## src/rtl/spi_slave_bufd.sv

```systemverilog
module spi_slave_bufd #(
  parameter int W    = 8,
  parameter int SYNC = 2
) (
  input  logic         clk,
  input  logic         rst_n,
  input  logic         en,
  input  logic         rx_only,
  input  logic         bidi_mode,
  input  logic         bidi_out,
  input  logic         cpol,
  input  logic         cpha,
  input  logic         dr_wr,
  input  logic [W-1:0] dr_wdata,
  input  logic         dr_rd,
  output logic [W-1:0] dr_rdata,
  output logic         txe,
  output logic         rxne,
  output logic         bsy,
  input  logic         ss_n,
  input  logic         sck,
  input  logic         mosi,
  input  logic         miso_i,
  output logic         miso_o,
  output logic         miso_oe
);
  localparam int CW = $clog2(W);
  localparam logic [CW-1:0] LAST = CW'(W - 1);

  logic [SYNC:0]   sck_q;
  logic [SYNC-1:0] ss_q, mo_q, mi_q;
  logic            act_d;
  logic [CW-1:0]   cnt;
  logic [W-1:0]    txsh, rxsh, tx_buf, rx_buf;

  always_ff @(posedge clk or negedge rst_n)
    if (!rst_n) begin
      sck_q <= '0;
      ss_q  <= '1;
      mo_q  <= '0;
      mi_q  <= '0;
    end else begin
      sck_q <= {sck_q[SYNC-1:0], sck};
      ss_q  <= {ss_q[SYNC-2:0], ss_n};
      mo_q  <= {mo_q[SYNC-2:0], mosi};
      mi_q  <= {mi_q[SYNC-2:0], miso_i};
    end

  wire sck_now  = sck_q[SYNC-1] ^ cpol;
  wire sck_prev = sck_q[SYNC]   ^ cpol;
  wire lead     = sck_now & ~sck_prev;
  wire trail    = ~sck_now & sck_prev;
  wire act      = en & ~ss_q[SYNC-1];
  wire samp     = act & (cpha ? trail : lead);
  wire shft     = act & (cpha ? lead : trail);
  wire tx_path  = bidi_mode ? bidi_out : ~rx_only;
  wire rx_path  = ~bidi_mode | ~bidi_out;
  wire din      = bidi_mode ? mi_q[SYNC-1] : mo_q[SYNC-1];
  wire first    = (cnt == '0);
  wire done     = samp & (cnt == LAST);
  wire start    = cpha ? shft : (shft | (act & ~act_d));
  wire load     = tx_path & start & first;

  always_ff @(posedge clk or negedge rst_n)
    if (!rst_n) begin
      act_d <= 1'b0;
      cnt   <= '0;
      bsy   <= 1'b0;
      rxsh  <= '0;
    end else begin
      act_d <= act;
      if (!act) begin
        cnt <= '0;
        bsy <= 1'b0;
      end else if (samp) begin
        cnt  <= done ? '0 : cnt + 1'b1;
        bsy  <= ~done;
        rxsh <= {rxsh[W-2:0], din};
      end
    end

  always_ff @(posedge clk or negedge rst_n)
    if (!rst_n) begin
      tx_buf <= '0;
      txsh   <= '0;
      txe    <= 1'b1;
    end else begin
      if (load)
        txsh <= tx_buf;
      else if (shft && !first)
        txsh <= {txsh[W-2:0], 1'b0};
      if (dr_wr) begin
        tx_buf <= dr_wdata;
        txe    <= 1'b0;
      end else if (load)
        txe <= 1'b1;
    end

  always_ff @(posedge clk or negedge rst_n)
    if (!rst_n) begin
      rx_buf <= '0;
      rxne   <= 1'b0;
    end else if (done && rx_path) begin
      rx_buf <= {rxsh[W-2:0], din};
      rxne   <= 1'b1;
    end else if (dr_rd)
      rxne <= 1'b0;

  assign dr_rdata = rx_buf;
  assign miso_o   = txsh[W-1];
  assign miso_oe  = act & tx_path;
endmodule


```

## config.mk

```make
export PLATFORM = sky130hd
export DESIGN_NAME = spi_slave_bufd
export DESIGN_NICKNAME = d
export VERILOG_FILES = /design/src/rtl/spi_slave_bufd.sv
export SDC_FILE = /design/constraint.sdc
export NUM_CORES = 1
export LEC_CHECK = 0
export BUFFER_PORTS_ARGS = -buffer_cell sky130_fd_sc_hd__buf_2
export CAP_MARGIN = 5
export CORE_MARGIN = 2
export CORE_UTILIZATION = 54
export CTS_CLUSTER_DIAMETER = 40
export CTS_CLUSTER_SIZE = 8
export DETAILED_ROUTE_END_ITERATION = 8
export HOLD_SLACK_MARGIN = 0.08
export PLACE_DENSITY = 0.88
export SLEW_MARGIN = 20
export SYNTH_ARGS = -nofsm -noshare
export SYNTH_HDL_FRONTEND = slang
export SYNTH_SLANG_ARGS = --single-unit
```

## constraint.sdc

```tcl
create_clock -name clk -period 2.1 [get_ports clk]
set_clock_uncertainty 0.05 [all_clocks]
set_input_delay 0.105 -clock clk [delete_from_list [all_inputs] [get_ports clk]]
set_output_delay 0.105 -clock clk [all_outputs]
set_load 0.01 [all_outputs]
```

==> results of run 1 <==
-- area by class of cell --
class / count / area share [%]
multi-input cells: 80 / 31.3
inverters: 6 / 0.910
clock inverters: 2 / 0.708
clock buffers: 6 / 2.93
well taps: 48 / 2.43
repair buffers: 51 / 14.1
flip-flops and latches: 47 / 47.7
-- synthesized netlist by cell type, types with 2 or more instances --
| cell type | n |
|---|---|
| clkbuf_1 | 2 |
| a22o_1 | 2 |
| o221a_2 | 7 |
| nor2_1 | 10 |
| nand2_1 | 2 |
| nor4bb_1 | 2 |
| dfrtp_1 | 44 |
| mux2i_1 | 8 |
| ha_1 | 3 |
| mux2_2 | 19 |
| inv_1 | 6 |
| nor2b_1 | 3 |
| nand2b_1 | 3 |
| dfstp_2 | 3 |
| mux2_4 | 7 |
-- worst min-delay path, delay by kind of cell --
| family | cells | cell delay (ns) |
|---|---|---|
| buffers and inverters | 1 | 0.11 |
| muxes | 2 | 0.29 |
-- kinds of logic (layout without fill, tap and decap cells) --
| group | after synthesis | in the layout | synth area share (%) |
|---|---|---|---|
| simple gates | 25 | 25 | 7.05 |
| mux | 35 | 35 | 20.4 |
| compound gates | 16 | 16 | 8.35 |
| buf+inv | 11 | 65 | 2.68 |
| fa+ha+maj | 3 | 3 | 1.87 |
| flops | 47 | 47 | 58.8 |
| xor+xnor | 1 | 1 | 0.811 |
-- per-stage QoR --
| step | worst slack, ns | total power, mW | instances | hold WS (ns) | utilization (%) |
|---|---|---|---|---|---|
| after floorplan | 0.460 | 1.33 | 138 | -0.241 | - |
| after global placement | 0.360 | 1.41 | 217 | 0.0497 | 61.9 |
| after detailed placement | 0.232 | 1.43 | 217 | 0.0503 | 61.9 |
| after CTS | 0.213 | 1.99 | 240 | 0.184 | 68.6 |
| after global routing | 0.0917 | 2.07 | 240 | 0.222 | 68.6 |
| final | 0.211 | 1.96 | 240 | 0.195 | 68.6 |
-- flip-flops by register name, indices dropped and copies added (netlist names) --
signal	cells
dr_rdata	8
tx_buf	8
txsh	8
rxsh	7
cnt	3
sck_q	3
mi_q	2
mo_q	2
ss_q	2
act_d	1
bsy	1
rxne	1
txe	1
-- worst paths after layout --
check | to | startpoint
min in group asynchronous | sck_q[0] | rst_n
worst max-delay path | txsh[0] | ss_q[1]
max in group asynchronous | txe | rst_n
worst min-delay path | dr_rdata[0] | bidi_mode
worst min register to register | mi_q[1] | mi_q[0]
worst max register to register | txsh[0] | ss_q[1]
-- routing by layer --
layer | global-route usage (%) | wire length [um] | up-vias
li1 | - | - | 597
met1 | 22.8 | 1520 | 631
met2 | 33.2 | 1810 | 36
met3 | 5.56 | 189 | 9
met4 | 7.45 | 65 | 0
met5 | 0 | 0 | -
-- power groups by stage --
stage | Sequential (mW) | Combinational [mW] | Clock (mW)
finish | 1.12 | 0.315 | 0.525
floorplan | 1.11 | 0.216 | 0
global route | 1.14 | 0.346 | 0.588
detailed placement | 1.14 | 0.297 | 0
global placement | 1.13 | 0.283 | 0
CTS | 1.12 | 0.319 | 0.551
==> run summary, run 1 <==
In this run the standard cell core region covers 3610 um2. The logs give 0 for the final antenna-violating net count and 0 for the number of hold violations in the final report. The signal on the critical path passes through nand2b_1, inv_1, nand4_1, a21o_1, mux2_1. Compared with the post-synthesis result, the final layout area differs by 23.3%. Sequential cells burn 57.2% of the power.

TritonCTS built the clock tree. The worst setup path is captured at a flip-flop. The share of post-route cells with drive strength above 1 works out to 44.3%. The total vias in the final route was 1273; the share of flip-flops with an asynchronous set or reset was 100%. The netlist uses 32 different library cells. The tools report the internal cell power as 1.48 mW. Area after detailed placement: 2230 um2.

The tools report the critical path required time as 2.23 ns. Once the floorplan was initialized, standard cells occupied 55.7% of the core. The share of total power dissipated in combinational logic is 16.0%. VDD sags by at most 484 uV.

After routing the design area is 2470 um2. Setup slack on the worst reg-to-reg path comes out at 0.21 ns. The layout has 258 filler cells. The portion of synthesized cell area occupied by the leading cell type was 54.9%.

The clock period minus final worst setup slack was 1.89 ns. The worst hold path passes through 3 cells. Top cell family by delay on the critical path: flip-flops. The sort of element at the start of the critical path is a flip-flop. Prevailing post-synth register cell: dfrtp_1. The path class of the tightest hold or removal check is in2reg.

For this block, the initial DRC count from the detailed router was 70. The clock slew at the register clock pins of the worst setup and hold paths was 0.08 ns. Dividing the synthesized area by the synthesized cell count gives 14.5 um2.

For the Yosys warning count, the log shows 0. The power density relative to cell area is 793 nW/um2. Summing the sequential cell areas from Yosys gives 58.8% of the chip area. The pin count of the biggest net entering global routing was 48; the wire length after detailed routing was 3580 um. In this run switching power makes up 24.7% of total power.

The number of cell rows was 22; the die width was 65.0 um. The net switching power of the design is 485 uW. Of all nets on the critical path, the largest fanout is 9. Number of antenna violations at the first check in global routing: 0. The final-stage net count is 216. The analysis attributes to cell leakage a power of 1.18 nW.

The setup path with the least slack is of type reg2reg. Counting flops and latches in the post-synthesis netlist gives 47. The final number of setup-violating endpoints was 0; the peak clock frequency supported by timing was 529 MHz. At the end of routability-driven placement, the weighted congestion stood at 0.805.

The number of DRC violations after detailed routing came out at 0. The number of clock buffers inserted by TritonCTS was 5. Global routing used 19.3% of the available tracks across all layers. After synthesis the cells add up to 2010 um2. The library cells used most frequently in the layout, excluding fill and tap cells, are dfrtp_1, buf_2, mux2_2. The average wire length per cell after detail routing works out to 14.9 um.

The number of port buffers is 34. STA puts the critical path data arrival time at 2.02 ns. The cell taking the most area after synthesis is dfrtp_1. Headroom to the max-slew limit came out at 75.2%. At the pin with the least slew margin, the transition time is 0.361 ns. Post-CTS repair changed the size of 0 cells. The clock insertion delay at the later pin of the skew report was 0.30 ns; the peak per-stage delay on the critical path was 0.56 ns. The critical path crosses 5 cells after its start point. CTS saw 47 sinks. The multi-input combinational cells in the finished layout cover a total of 773 um2. The number of global-route vias before repair came out at 1355. The root buffer selected by CTS was clkbuf_8. For the CTS H-tree depth, the log shows 2.

The detailed-router iteration count before antenna repair is 4. Sorting the synthesized cells by area gives the leading types as dfrtp_1, mux2_2, mux2_4. The worst register-to-register path has a depth of 5. The final antenna diode count is 0, and the sum of buffers and inverters on the critical path is 1. Worst-path cell with the longest stage delay: dfstp_2. The tools report the leftover overflow at the end of global routing as 0.

Counting along the longest clock path gives a buffer depth of 2. The library cell used most frequently in the layout, excluding fill and tap cells, is dfrtp_1. Synthesis produced 138 cells. Clock share of power: 26.8%.

For the die outline area, the log shows 4220 um2. During I/O placement, the number of pins put on the boundary was 35. Setup repair after global routing left no endpoint under its margin.

For the register area, the log shows 1180 um2. Counting flops with a built-in enable in the synthesized netlist gives 0. Measured along the y axis, the die boundary spans 65.0 um.

In the routed layout, each cell is associated on average with a via count of 5.30. The number of nets handed over by synthesis was 163. For the final routed database, the setup TNS stands at 0 ns. The tools report the max-slew violation count as 0. The run gives 0 as the number of max-capacitance violations reported. Once the clock tree was built, the setup fixing pass inserted 0 buffers.

The number of hold buffers added after CTS was 15. The first-pass GRT wire length was 6130 um. The run finished with clean final reports. The portion of the clock cycle consumed by the worst path in the final layout is 89.9%. The HPWL after detailed placement came out at 2520 um.
No activity file was read; power rests on OpenSTA's default activity.
==> run 2: changes to the inputs <==
--- a/config.mk
+++ b/config.mk
@@ -14,6 +14,7 @@
 export DETAILED_ROUTE_END_ITERATION = 8
 export HOLD_SLACK_MARGIN = 0.08
 export PLACE_DENSITY = 0.88
+export REMOVE_ABC_BUFFERS = 1
 export SLEW_MARGIN = 20
 export SYNTH_ARGS = -nofsm -noshare
 export SYNTH_HDL_FRONTEND = slang
==> run 2 against run 1 <==
Against the previous run: non-clock buffer count is 1 higher; die area unchanged; cell count up 0.42%; largest power group unchanged; critical endpoint is now dr_rdata[6]; clock power grew 6.7%.
==> run summary, run 2 (synthesis gave the netlist of run 1 again) <==
The flow ran to the end, and the final reports show no timing, DRC or antenna violations. For this block, the routed nets add up to 3520 um of wire. The power density relative to cell area is 805 nW/um2.

The initial utilization of the core area, before any placement, comes to 55.7%. The run gives 0.813 as the global placement routability congestion. STA classifies the critical path startpoint as a flip-flop.

Setup violations remaining at the end of the flow were counted as 0. Setup repair after global routing left no endpoint under its margin. The peak clock frequency supported by timing is 565 MHz. The starting DRC count in detailed routing is 47, and the final antenna diode count is 0. The tools report the number of global-route vias before repair as 1410.

In the routed design, unresolved DRC markers number 0. Global routing used 20.2% of the available tracks across all layers. The net switching power of the design was 485 uW. The final-stage net count was 217; the area after detailed placement was 2230 um2. Summed over all nets, wire length on met2 after detailed routing comes to 1790 um. The H-tree was split into 2 levels. The number of clock buffers added by TritonCTS is 5. The logs give 0 ns for the accumulated negative setup slack and 2470 um2 for the post-route standard cell area excluding fillers. The instance count after placement with tap cells included came out at 218. The transition at the pin with the smallest max-transition slack works out to 0.480 ns.

For the clock share of power, the log shows 28.1%. The detailed router used layers up to and including met4. The worst path uses 84.3% of the clock period. After detailed routing, the average wire length per cell comes to 14.6 um. Measured along the x axis, the die boundary spans 65.0 um. Wire segments on met3 add up to 167 um in the final route. The tools report the detailed-router iteration count before antenna repair as 4.

During placement, the flow inserted port buffers numbering 34. The number of hold violations in the final report was 0; the routed length on met1 was 1500 um. Data arrives at the worst endpoint at 1.90 ns. Along the worst path, the maximum fanout reaches 9.

Per report_power, the combinational group accounts for 15.6% of the total. No sink is reached through more buffers than the 2 on the longest clock path. The detail route stage leaves a number of antenna-violating nets equal to 0. Max-cap violations in this run came to 0. For the internal cell power, the log shows 1.51 mW.

The number of cell rows was 22; the share of post-route cells with drive strength above 1 was 44.6%. In this run the register-to-register setup slack is 0.33 ns. The region available for standard cell placement spans 3610 um2. First-pass GRT wire length: 6290 um. The worst setup path is captured at a flip-flop. In the routed layout, each cell is associated on average with a via count of 5.28. Pin placement for this block handled 35 I/O pins. The number of antenna violations at the first check in global routing is 0.

The kind of path behind the tightest hold check was in2reg. TritonCTS built the clock tree. For the worst setup path, the data required time is 2.24 ns. Leaving out fill and tap cells, the most frequent cell in the layout is dfrtp_1.

The setup path with the least slack is of type reg2reg. Counting the fill cells in the layout gives 254. The die covers 4220 um2. The height of the die is 65.0 um, and the total vias in the final route is 1272.

The tightest slew margin relative to the limit was 68.0%; the layout-stage area growth over the synthesis result was 23.3%. VDD sags by at most 565 uV. Clock-pin slew was measured on the worst setup and hold paths at 0.08 ns. Sequential cells burn 56.3% of the power. The leakage power figure came out at 1.18 nW.

The clock period minus final worst setup slack was 1.77 ns; the clock net sink count was 47. The finished layout holds 241 standard cells, fillers aside. The later pin in the worst-skew pair is clocked with a latency of 0.30 ns.

The switching share of power works out to 24.4%. The tree is rooted in a clkbuf_8. Pin count of the biggest net entering global routing: 26. The library cells used most frequently in the layout, excluding fill and tap cells, are dfrtp_1, buf_2, mux2_2.

The HPWL after detailed placement is 2540 um. The max-slew violation count is 0. Summed over all layers, the global routing overflow is 0.
-- run 2: cell count changes in the layout (fill, tap and decap cells not counted), sizes merged --
cell / before / now
buf: 36 / 37
clkbuf: 6 / 7
clkinv: 2 / 1
-- run 2: what timing repair did --
item / CTS / global route
endpoints found under the hold margin: 36 / 0
setup buffers: 0 / 0
gates resized for setup: 0 / 0
hold buffers: 15 / 0
-- run 2: worst paths after layout --
path                            from     endpoint  cells after the start
min                        bidi_mode      rxsh[0]                      3
max                          ss_q[1]  dr_rdata[6]                      4
max reg2reg                  ss_q[1]  dr_rdata[6]                      4
min in group asynchronous      rst_n      txsh[3]                      2
min reg2reg                  mo_q[0]      mo_q[1]                      0
max in group asynchronous      rst_n      ss_q[0]                      3
-- run 2: worst max-delay path: stages, from the launching register on --
cell and delay, ns:
dfstp_2 0.56, nand2b_1 0.27, inv_1 0.15, nand4_2 0.26, mux2_2 0.38
-- run 2: area by class of cell --
type / count / area (um2) / area share, %
sequential: 47 / 1180 / 47.7
clock buffer: 7 / 86.3 / 3.49
clock inverter: 1 / 8.76 / 0.354
tap: 48 / 60.1 / 2.43
timing repair buffer: 52 / 343 / 13.9
inverter: 6 / 22.5 / 0.910
multi-input combinational: 80 / 773 / 31.3
-- run 2: metal layers --
metal	global-route usage (%)	up-vias
met2	35.7	27
met4	7.71	0
met3	6.25	7
met5	0	-
met1	22.6	639
li1	-	599
-- run 2: per-stage QoR --
| stage | setup slack, ns | power [mW] | utilization [%] | hold slack, ns |
|---|---|---|---|---|
| 2_1_floorplan | 0.113 | 1.32 | - | -0.241 |
| 3_5_place_dp | 0.341 | 1.43 | 61.8 | 0.0437 |
| 6_report | 0.331 | 1.99 | 68.6 | 0.192 |
| 3_3_place_gp | 0.411 | 1.41 | 61.8 | 0.0400 |
| 4_1_cts | 0.320 | 2.01 | 68.6 | 0.181 |
| 5_1_grt | 0.231 | 2.10 | 68.6 | 0.195 |
-- run 2: power groups by stage --
| stage | Combinational [mW] | Sequential (mW) | Clock (mW) |
|---|---|---|---|
| after detailed placement | 0.292 | 1.14 | 0 |
| after floorplan | 0.210 | 1.11 | 0 |
| final | 0.310 | 1.12 | 0.560 |
| after global placement | 0.282 | 1.13 | 0 |
| after CTS | 0.315 | 1.12 | 0.576 |
| after global routing | 0.341 | 1.14 | 0.624 |
